--- config.mk ---
export PLATFORM = sky130hd
export DESIGN_NAME = dma_start_ctl
export DESIGN_NICKNAME = d
export VERILOG_FILES = /design/src/rtl/dmast_pkg.sv /design/src/rtl/dmast_decode.sv /design/src/rtl/dmast_chan.sv /design/src/rtl/dma_start_ctl.sv
export SDC_FILE = /design/constraint.sdc
export NUM_CORES = 1
export LEC_CHECK = 0
export BUFFER_PORTS_ARGS = -buffer_cell sky130_fd_sc_hd__buf_4
export CORE_AREA = 3 3 303 305
export CTS_BUF_LIST = sky130_fd_sc_hd__clkbuf_2 sky130_fd_sc_hd__clkbuf_4 sky130_fd_sc_hd__clkbuf_8
export DETAILED_ROUTE_END_ITERATION = 6
export DIE_AREA = 0 0 306 308
export PLACE_DENSITY_LB_ADDON = 0.25
export SETUP_SLACK_MARGIN = 0.02
export SYNTH_ARGS = -nofsm -noshare
export SYNTH_HDL_FRONTEND = slang
export SYNTH_SLANG_ARGS = --single-unit
--- constraint.sdc ---
create_clock -name clk -period 5.2 [get_ports clk]
set_input_delay 0.52 -clock clk [delete_from_list [all_inputs] [get_ports clk]]
set_output_delay 0.52 -clock clk [all_outputs]
set_load 0.01 [all_outputs]
--- src/rtl/dmast_pkg.sv ---
package dmast_pkg;

    localparam int unsigned START_BIT = 24;
    localparam logic [15:0] SLOT_ORIGIN = 16'h1080;
    localparam logic [15:0] SLOT_STRIDE = 16'h0010;
    localparam logic [15:0] ENABLE_OFS  = 16'h10F0;
    localparam int unsigned CHW = 3;

    typedef enum logic [2:0] {
        SEL_NONE,
        SEL_BASE,
        SEL_BLK,
        SEL_CTRL,
        SEL_ENABLE
    } reg_sel_e;

    typedef struct packed {
        reg_sel_e       sel;
        logic [CHW-1:0] chan;
    } reg_hit_t;

    function automatic int unsigned enable_pos(input int unsigned ch);
        return 4 * ch + 3;
    endfunction

    function automatic logic [31:0] widen(input logic [31:0] d, input logic wide);
        return wide ? d : {16'h0000, d[15:0]};
    endfunction

endpackage

--- src/rtl/dmast_decode.sv ---
module dmast_decode
    import dmast_pkg::*;
#(
    parameter int unsigned AW = 16,
    parameter int unsigned NCH = 7,
    parameter logic [NCH-1:0] PRESENT = 7'b1011111
) (
    input  logic [AW-1:0] addr,
    output reg_hit_t      hit
);

    localparam int unsigned SLOT_SHIFT = 4;

    always_comb begin
        hit.sel  = SEL_NONE;
        hit.chan = '0;
        if (addr[1:0] == 2'b00) begin
            if (addr == AW'(ENABLE_OFS)) begin
                hit.sel = SEL_ENABLE;
            end else begin
                for (int unsigned n = 0; n < NCH; n++) begin
                    if (PRESENT[n] &&
                        addr[AW-1:SLOT_SHIFT] ==
                        AW'(32'(SLOT_ORIGIN) + n * 32'(SLOT_STRIDE)) >> SLOT_SHIFT) begin
                        hit.chan = CHW'(n);
                        case (addr[3:2])
                            2'd0:    hit.sel = SEL_BASE;
                            2'd1:    hit.sel = SEL_BLK;
                            default: hit.sel = SEL_CTRL;
                        endcase
                    end
                end
            end
        end
    end

endmodule

--- src/rtl/dmast_chan.sv ---
module dmast_chan
    import dmast_pkg::*;
#(
    parameter int unsigned DW = 32
) (
    input  logic          clk,
    input  logic          rst,
    input  logic          wr_base,
    input  logic          wr_blk,
    input  logic          wr_ctrl,
    input  logic [DW-1:0] wdata,
    input  logic          enabled,
    input  logic          done,
    output logic [DW-1:0] base_q,
    output logic [DW-1:0] blk_q,
    output logic [DW-1:0] ctrl_q,
    output logic          start,
    output logic          restart
);

    logic go_bit;
    assign go_bit = wdata[START_BIT];

    always_ff @(posedge clk) begin
        if (rst) begin
            base_q  <= '0;
            blk_q   <= '0;
            ctrl_q  <= '0;
            start   <= 1'b0;
            restart <= 1'b0;
        end else begin
            start   <= wr_ctrl && go_bit && enabled;
            restart <= wr_ctrl && go_bit && ctrl_q[START_BIT];
            if (wr_base) base_q <= wdata;
            if (wr_blk)  blk_q  <= wdata;
            if (wr_ctrl) begin
                ctrl_q <= wdata;
            end else if (done) begin
                ctrl_q[START_BIT] <= 1'b0;
            end
        end
    end

    // A start request always coincides with a busy control word
    p_start_busy_r4: assert property (@(posedge clk) disable iff (rst)
        start |-> ctrl_q[START_BIT]);

    p_done_clears_r8: assert property (@(posedge clk) disable iff (rst)
        (done && !wr_ctrl) |=> !ctrl_q[START_BIT]);

    p_base_hold_r2: assert property (@(posedge clk) disable iff (rst)
        (!wr_base && !wr_blk) |=> ($stable(base_q) && $stable(blk_q)));

    p_restart_prev_busy_r9: assert property (@(posedge clk) disable iff (rst)
        (wr_ctrl && go_bit && ctrl_q[START_BIT]) |=> restart);

    p_start_one_cycle_r4: assert property (@(posedge clk) disable iff (rst)
        (start && !wr_ctrl) |=> !start);

endmodule

--- src/rtl/dma_start_ctl.sv ---
module dma_start_ctl
    import dmast_pkg::*;
#(
    parameter int unsigned AW = 16,
    parameter int unsigned DW = 32,
    parameter int unsigned NCH = 7,
    parameter logic [NCH-1:0] PRESENT = 7'b1011111
) (
    input  logic              clk,
    input  logic              rst,
    input  logic              bus_we,
    input  logic              bus_wide,
    input  logic [AW-1:0]     bus_addr,
    input  logic [DW-1:0]     bus_wdata,
    output logic [DW-1:0]     bus_rdata,
    input  logic [NCH-1:0]    eng_done,
    output logic [NCH-1:0]    eng_start,
    output logic [NCH-1:0]    eng_restart,
    output logic [NCH*DW-1:0] eng_base,
    output logic [NCH*DW-1:0] eng_blk,
    output logic [NCH*DW-1:0] eng_ctrl
);

    reg_hit_t      hit;
    logic [DW-1:0] wdata_x;
    logic [DW-1:0] en_q;

    dmast_decode #(.AW(AW), .NCH(NCH), .PRESENT(PRESENT)) i_decode (
        .addr (bus_addr),
        .hit  (hit)
    );

    assign wdata_x = widen(bus_wdata, bus_wide);

    always_ff @(posedge clk) begin
        if (rst) begin
            en_q <= '0;
        end else if (bus_we && hit.sel == SEL_ENABLE) begin
            en_q <= wdata_x;
        end
    end

    for (genvar n = 0; n < NCH; n++) begin : g_chan
        if (PRESENT[n]) begin : g_on
            logic sel_me;
            assign sel_me = bus_we && (hit.chan == CHW'(n));
            dmast_chan #(.DW(DW)) i_chan (
                .clk     (clk),
                .rst     (rst),
                .wr_base (sel_me && hit.sel == SEL_BASE),
                .wr_blk  (sel_me && hit.sel == SEL_BLK),
                .wr_ctrl (sel_me && hit.sel == SEL_CTRL),
                .wdata   (wdata_x),
                .enabled (en_q[enable_pos(n)]),
                .done    (eng_done[n]),
                .base_q  (eng_base[n*DW +: DW]),
                .blk_q   (eng_blk[n*DW +: DW]),
                .ctrl_q  (eng_ctrl[n*DW +: DW]),
                .start   (eng_start[n]),
                .restart (eng_restart[n])
            );
        end else begin : g_off
            assign eng_base[n*DW +: DW] = '0;
            assign eng_blk[n*DW +: DW]  = '0;
            assign eng_ctrl[n*DW +: DW] = '0;
            assign eng_start[n]         = 1'b0;
            assign eng_restart[n]       = 1'b0;
        end
    end

    always_comb begin
        bus_rdata = '0;
        case (hit.sel)
            SEL_ENABLE: bus_rdata = en_q;
            SEL_BASE:   bus_rdata = eng_base[hit.chan*DW +: DW];
            SEL_BLK:    bus_rdata = eng_blk[hit.chan*DW +: DW];
            SEL_CTRL:   bus_rdata = eng_ctrl[hit.chan*DW +: DW];
            default:    bus_rdata = '0;
        endcase
    end

    p_enable_hold_r5: assert property (@(posedge clk) disable iff (rst)
        !(bus_we && hit.sel == SEL_ENABLE) |=> $stable(en_q));

    p_unmapped_zero_r10: assert property (@(posedge clk) disable iff (rst)
        (hit.sel == SEL_NONE) |-> (bus_rdata == '0));

    p_start_needs_enable_r4: assert property (@(posedge clk) disable iff (rst)
        (|(eng_start & ~PRESENT)) == 1'b0);

endmodule

==> results.yml <==
synthesis:
  synth_common_cells: "1290 x nand2_1, 735 x a21oi_1, 620 x dfxtp_1, 275 x clkbuf_1, 110 x buf_4"
  yosysSeqAreaShare_pct: 44.9
  ys_types: 50
  synth_ff_type: "dfxtp_1"
  synth_cells: 3725
  synthTopCellsByArea: "dfxtp_1 45%, nand2_1 18%, a21oi_1 13%"
  syn_area_per_cell_um2: 7.43
  ys_ff_latch: 620
  synth_largest_type_area_fraction_pct: 44.9
  synth_async_sr_flop_share_pct: 0
  yosysWarnings: 0
  yosysTopAreaCell: "dfxtp_1"
  syn_area_mm2: 0.0277
  synth-edff-count: 0
  synth_most_common_cell: "nand2_1"
sta:
  worst_pin_slew_ps: 1320
  hold_violations: 0
  fmax_mhz: 232
  fin_skew_ps: 40.1
  rsz0062_at_grt: "no"
  slew_headroom_pct: 12.2
  setup_tns_ps: 0
  setup_viol: 0
  maxSlewViolCount: 0
  min_period_ps: 4310
  period_share_pct: 83.0
global_routing:
  grt_max_degree: 209
  grt_pass1_wl_um: 197000
  grt_pass1_vias: 26600
  groute.usage.overall_pct: 28.2
  grt-ovfl-total: 0
  antenna_found_initial: 11
drt:
  wl_met2_um: 62800
  drtIter0Drc: 3322
  drt_wl_total_um: 141000
  antenna_left: 0
  met3_length_um: 14600
  vias: 29700
  top_layer: "met5"
  drc_errors: 0
  routedWlPerCell_um: 25.7
  via_per_inst: 5.41
  wl_met1_um: 58300
  dr.pass1.iters: 5
power_and_ir_drop:
  power-per-cell-area_mw_per_mm2: 292
  ir_worst_vdd_mv: 0.205
  power_mw: 10.5
  leakage_nw: 13.8
clocking:
  numCtsBuffers: 111
  cts_root_buf: "clkbuf_8"
  clock_latency_ps: 740
  clk_pin_slew_ps: 60
  cts_max_level: 3
  clkSinkCount: 620
  cts_tree: "done"
  cts_buffer_depth: 3
cells_and_area:
  fillers: 9294
  nets: 4276
  area_growth_syn_to_layout_pct: 29.4
  drive_above_1_share_pct: 23.1
hold_path:
  hp-class: "input port to flop"
die:
  die_area_mm2: 0.0942
  ios: 777
  die_w_um: 306
  start_util_pct: 30.9
  fp.dieH_um: 308
  core-area_mm2: 0.0896
  rows: 110
place:
  gp_congestion: 0.954
  placement.io_buffers: 677
  place_hpwl_um: 99600
critical_path:
  arrival_ps: 3790
  required_ps: 4680
  crit_path_max_fanout: 44
  start_kind: "input port"
  critPathKind: "input port to output port"
  cp-end-kind: "output port"
run_status:
  status: "finished clean"
flow_run:
  drv_cap: 0
-- power by group --
| part | leakage, nW | internal, mW | switching (mW) |
|---|---|---|---|
| clock network | 1.35 | 3.08 | 2.22 |
| registers | 4.99 | 4.75 | 0.0000327 |
| logic | 7.43 | 0.0757 | 0.326 |
-- stage by stage --
| stage | util [%] | instances | setup slack [ps] | cell area, um^2 | hold slack, ps |
|---|---|---|---|---|---|
| floorplan | - | 3822 | 2130 | 28000 | 432 |
| global placement | 37.0 | 5275 | 910 | 33200 | 448 |
| detailed placement | 37.0 | 5275 | 852 | 33200 | 459 |
| CTS | 39.9 | 5476 | 834 | 35800 | 16.9 |
| global route | 40.0 | 5479 | 713 | 35800 | 70.5 |
| finish | 40.0 | 5481 | 886 | 35800 | 97.0 |
-- sequential cells by signal (all words and copies together), names as in the netlist --
signal                      cells
en_q                           32
g_chan.g_on.i_chan.base_q     192
g_chan.g_on.i_chan.blk_q      192
g_chan.g_on.i_chan.ctrl_q     192
g_chan.g_on.i_chan.restart      6
g_chan.g_on.i_chan.start        6
-- layout make-up --
| cell class | count | area, um^2 | area share (%) |
|---|---|---|---|
| antenna | 5 | 12.5 | 0.0349 |
| clock buffer | 177 | 2230 | 6.23 |
| clock inverter | 19 | 350 | 0.978 |
| inverter | 33 | 124 | 0.346 |
| multi-input combinational | 2692 | 13400 | 37.4 |
| sequential | 620 | 12400 | 34.7 |
| tap | 1176 | 1470 | 4.11 |
| timing repair buffer | 759 | 5830 | 16.3 |
-- per-layer routing --
metal,up-vias,global-route usage (%)
met5,-,0
met4,2,9.88
met3,246,7.26
met2,1683,43.9
met1,14300,37.9
li1,13400,-
-- final timing paths --
path              depth (start not counted)                          endpoint  slack (ps)                        startpoint
hold / removal                            3  g_chan[2].g_on.i_chan.ctrl_q[24]         100                       eng_done[2]
setup reg to reg                          2  g_chan[3].g_on.i_chan.ctrl_q[24]        4190  g_chan[3].g_on.i_chan.ctrl_q[24]
setup / recovery                         12                     bus_rdata[17]         890                       bus_addr[9]
hold reg to reg                           2   g_chan[2].g_on.i_chan.blk_q[12]         460   g_chan[2].g_on.i_chan.blk_q[12]
-- what timing repair did --
action,4_1_cts,5_1_grt
setup buffers,0,0
resized for setup,0,0
endpoints found under the hold margin,5,0
hold buffers,5,0
-- placed cells by master, fill, tap and decap left out, types with 7 or more instances in the layout --
| master | n |
|---|---|
| and2_1 | 18 |
| clkbuf_8 | 144 |
| nor2_4 | 16 |
| nand3_1 | 40 |
| a22oi_1 | 38 |
| o2bb2ai_1 | 31 |
| a22o_1 | 34 |
| nand2_1 | 1288 |
| a221o_1 | 60 |
| dfxtp_1 | 620 |
| a211o_1 | 60 |
| buf_4 | 744 |
| bufinv_16 | 7 |
| a221oi_1 | 30 |
| a2bb2oi_1 | 30 |
| inv_1 | 33 |
| conb_1 | 98 |
| buf_12 | 9 |
| clkbuf_4 | 33 |
| nand4_1 | 8 |
| and3_1 | 13 |
| a211oi_1 | 30 |
| nor2_1 | 43 |
| a21oi_1 | 735 |
| o32a_1 | 30 |
| o21ai_0 | 30 |
-- worst max-delay path, stage by stage --
cell and delay, ps:
buf_4 110, nor3b_2 390, nand4_2 140, buf_4 220
nor3_4 230, buf_12 280, buf_4 390, a221oi_1 190
o32a_1 200, a211o_1 450, a211oi_1 400, buf_4 190
-- kinds of logic (layout without fill, tap and decap cells) --
group,after synthesis,count (layout),synth area share (%)
flip-flops,620,620,44.9
AND/OR/NAND/NOR,1473,1473,21.1
buffers and inverters,510,988,8.82
AO/OA/AOI/OAI,1121,1121,25.2
other,1,103,0.0136
(Power assumes the default switching activity.)
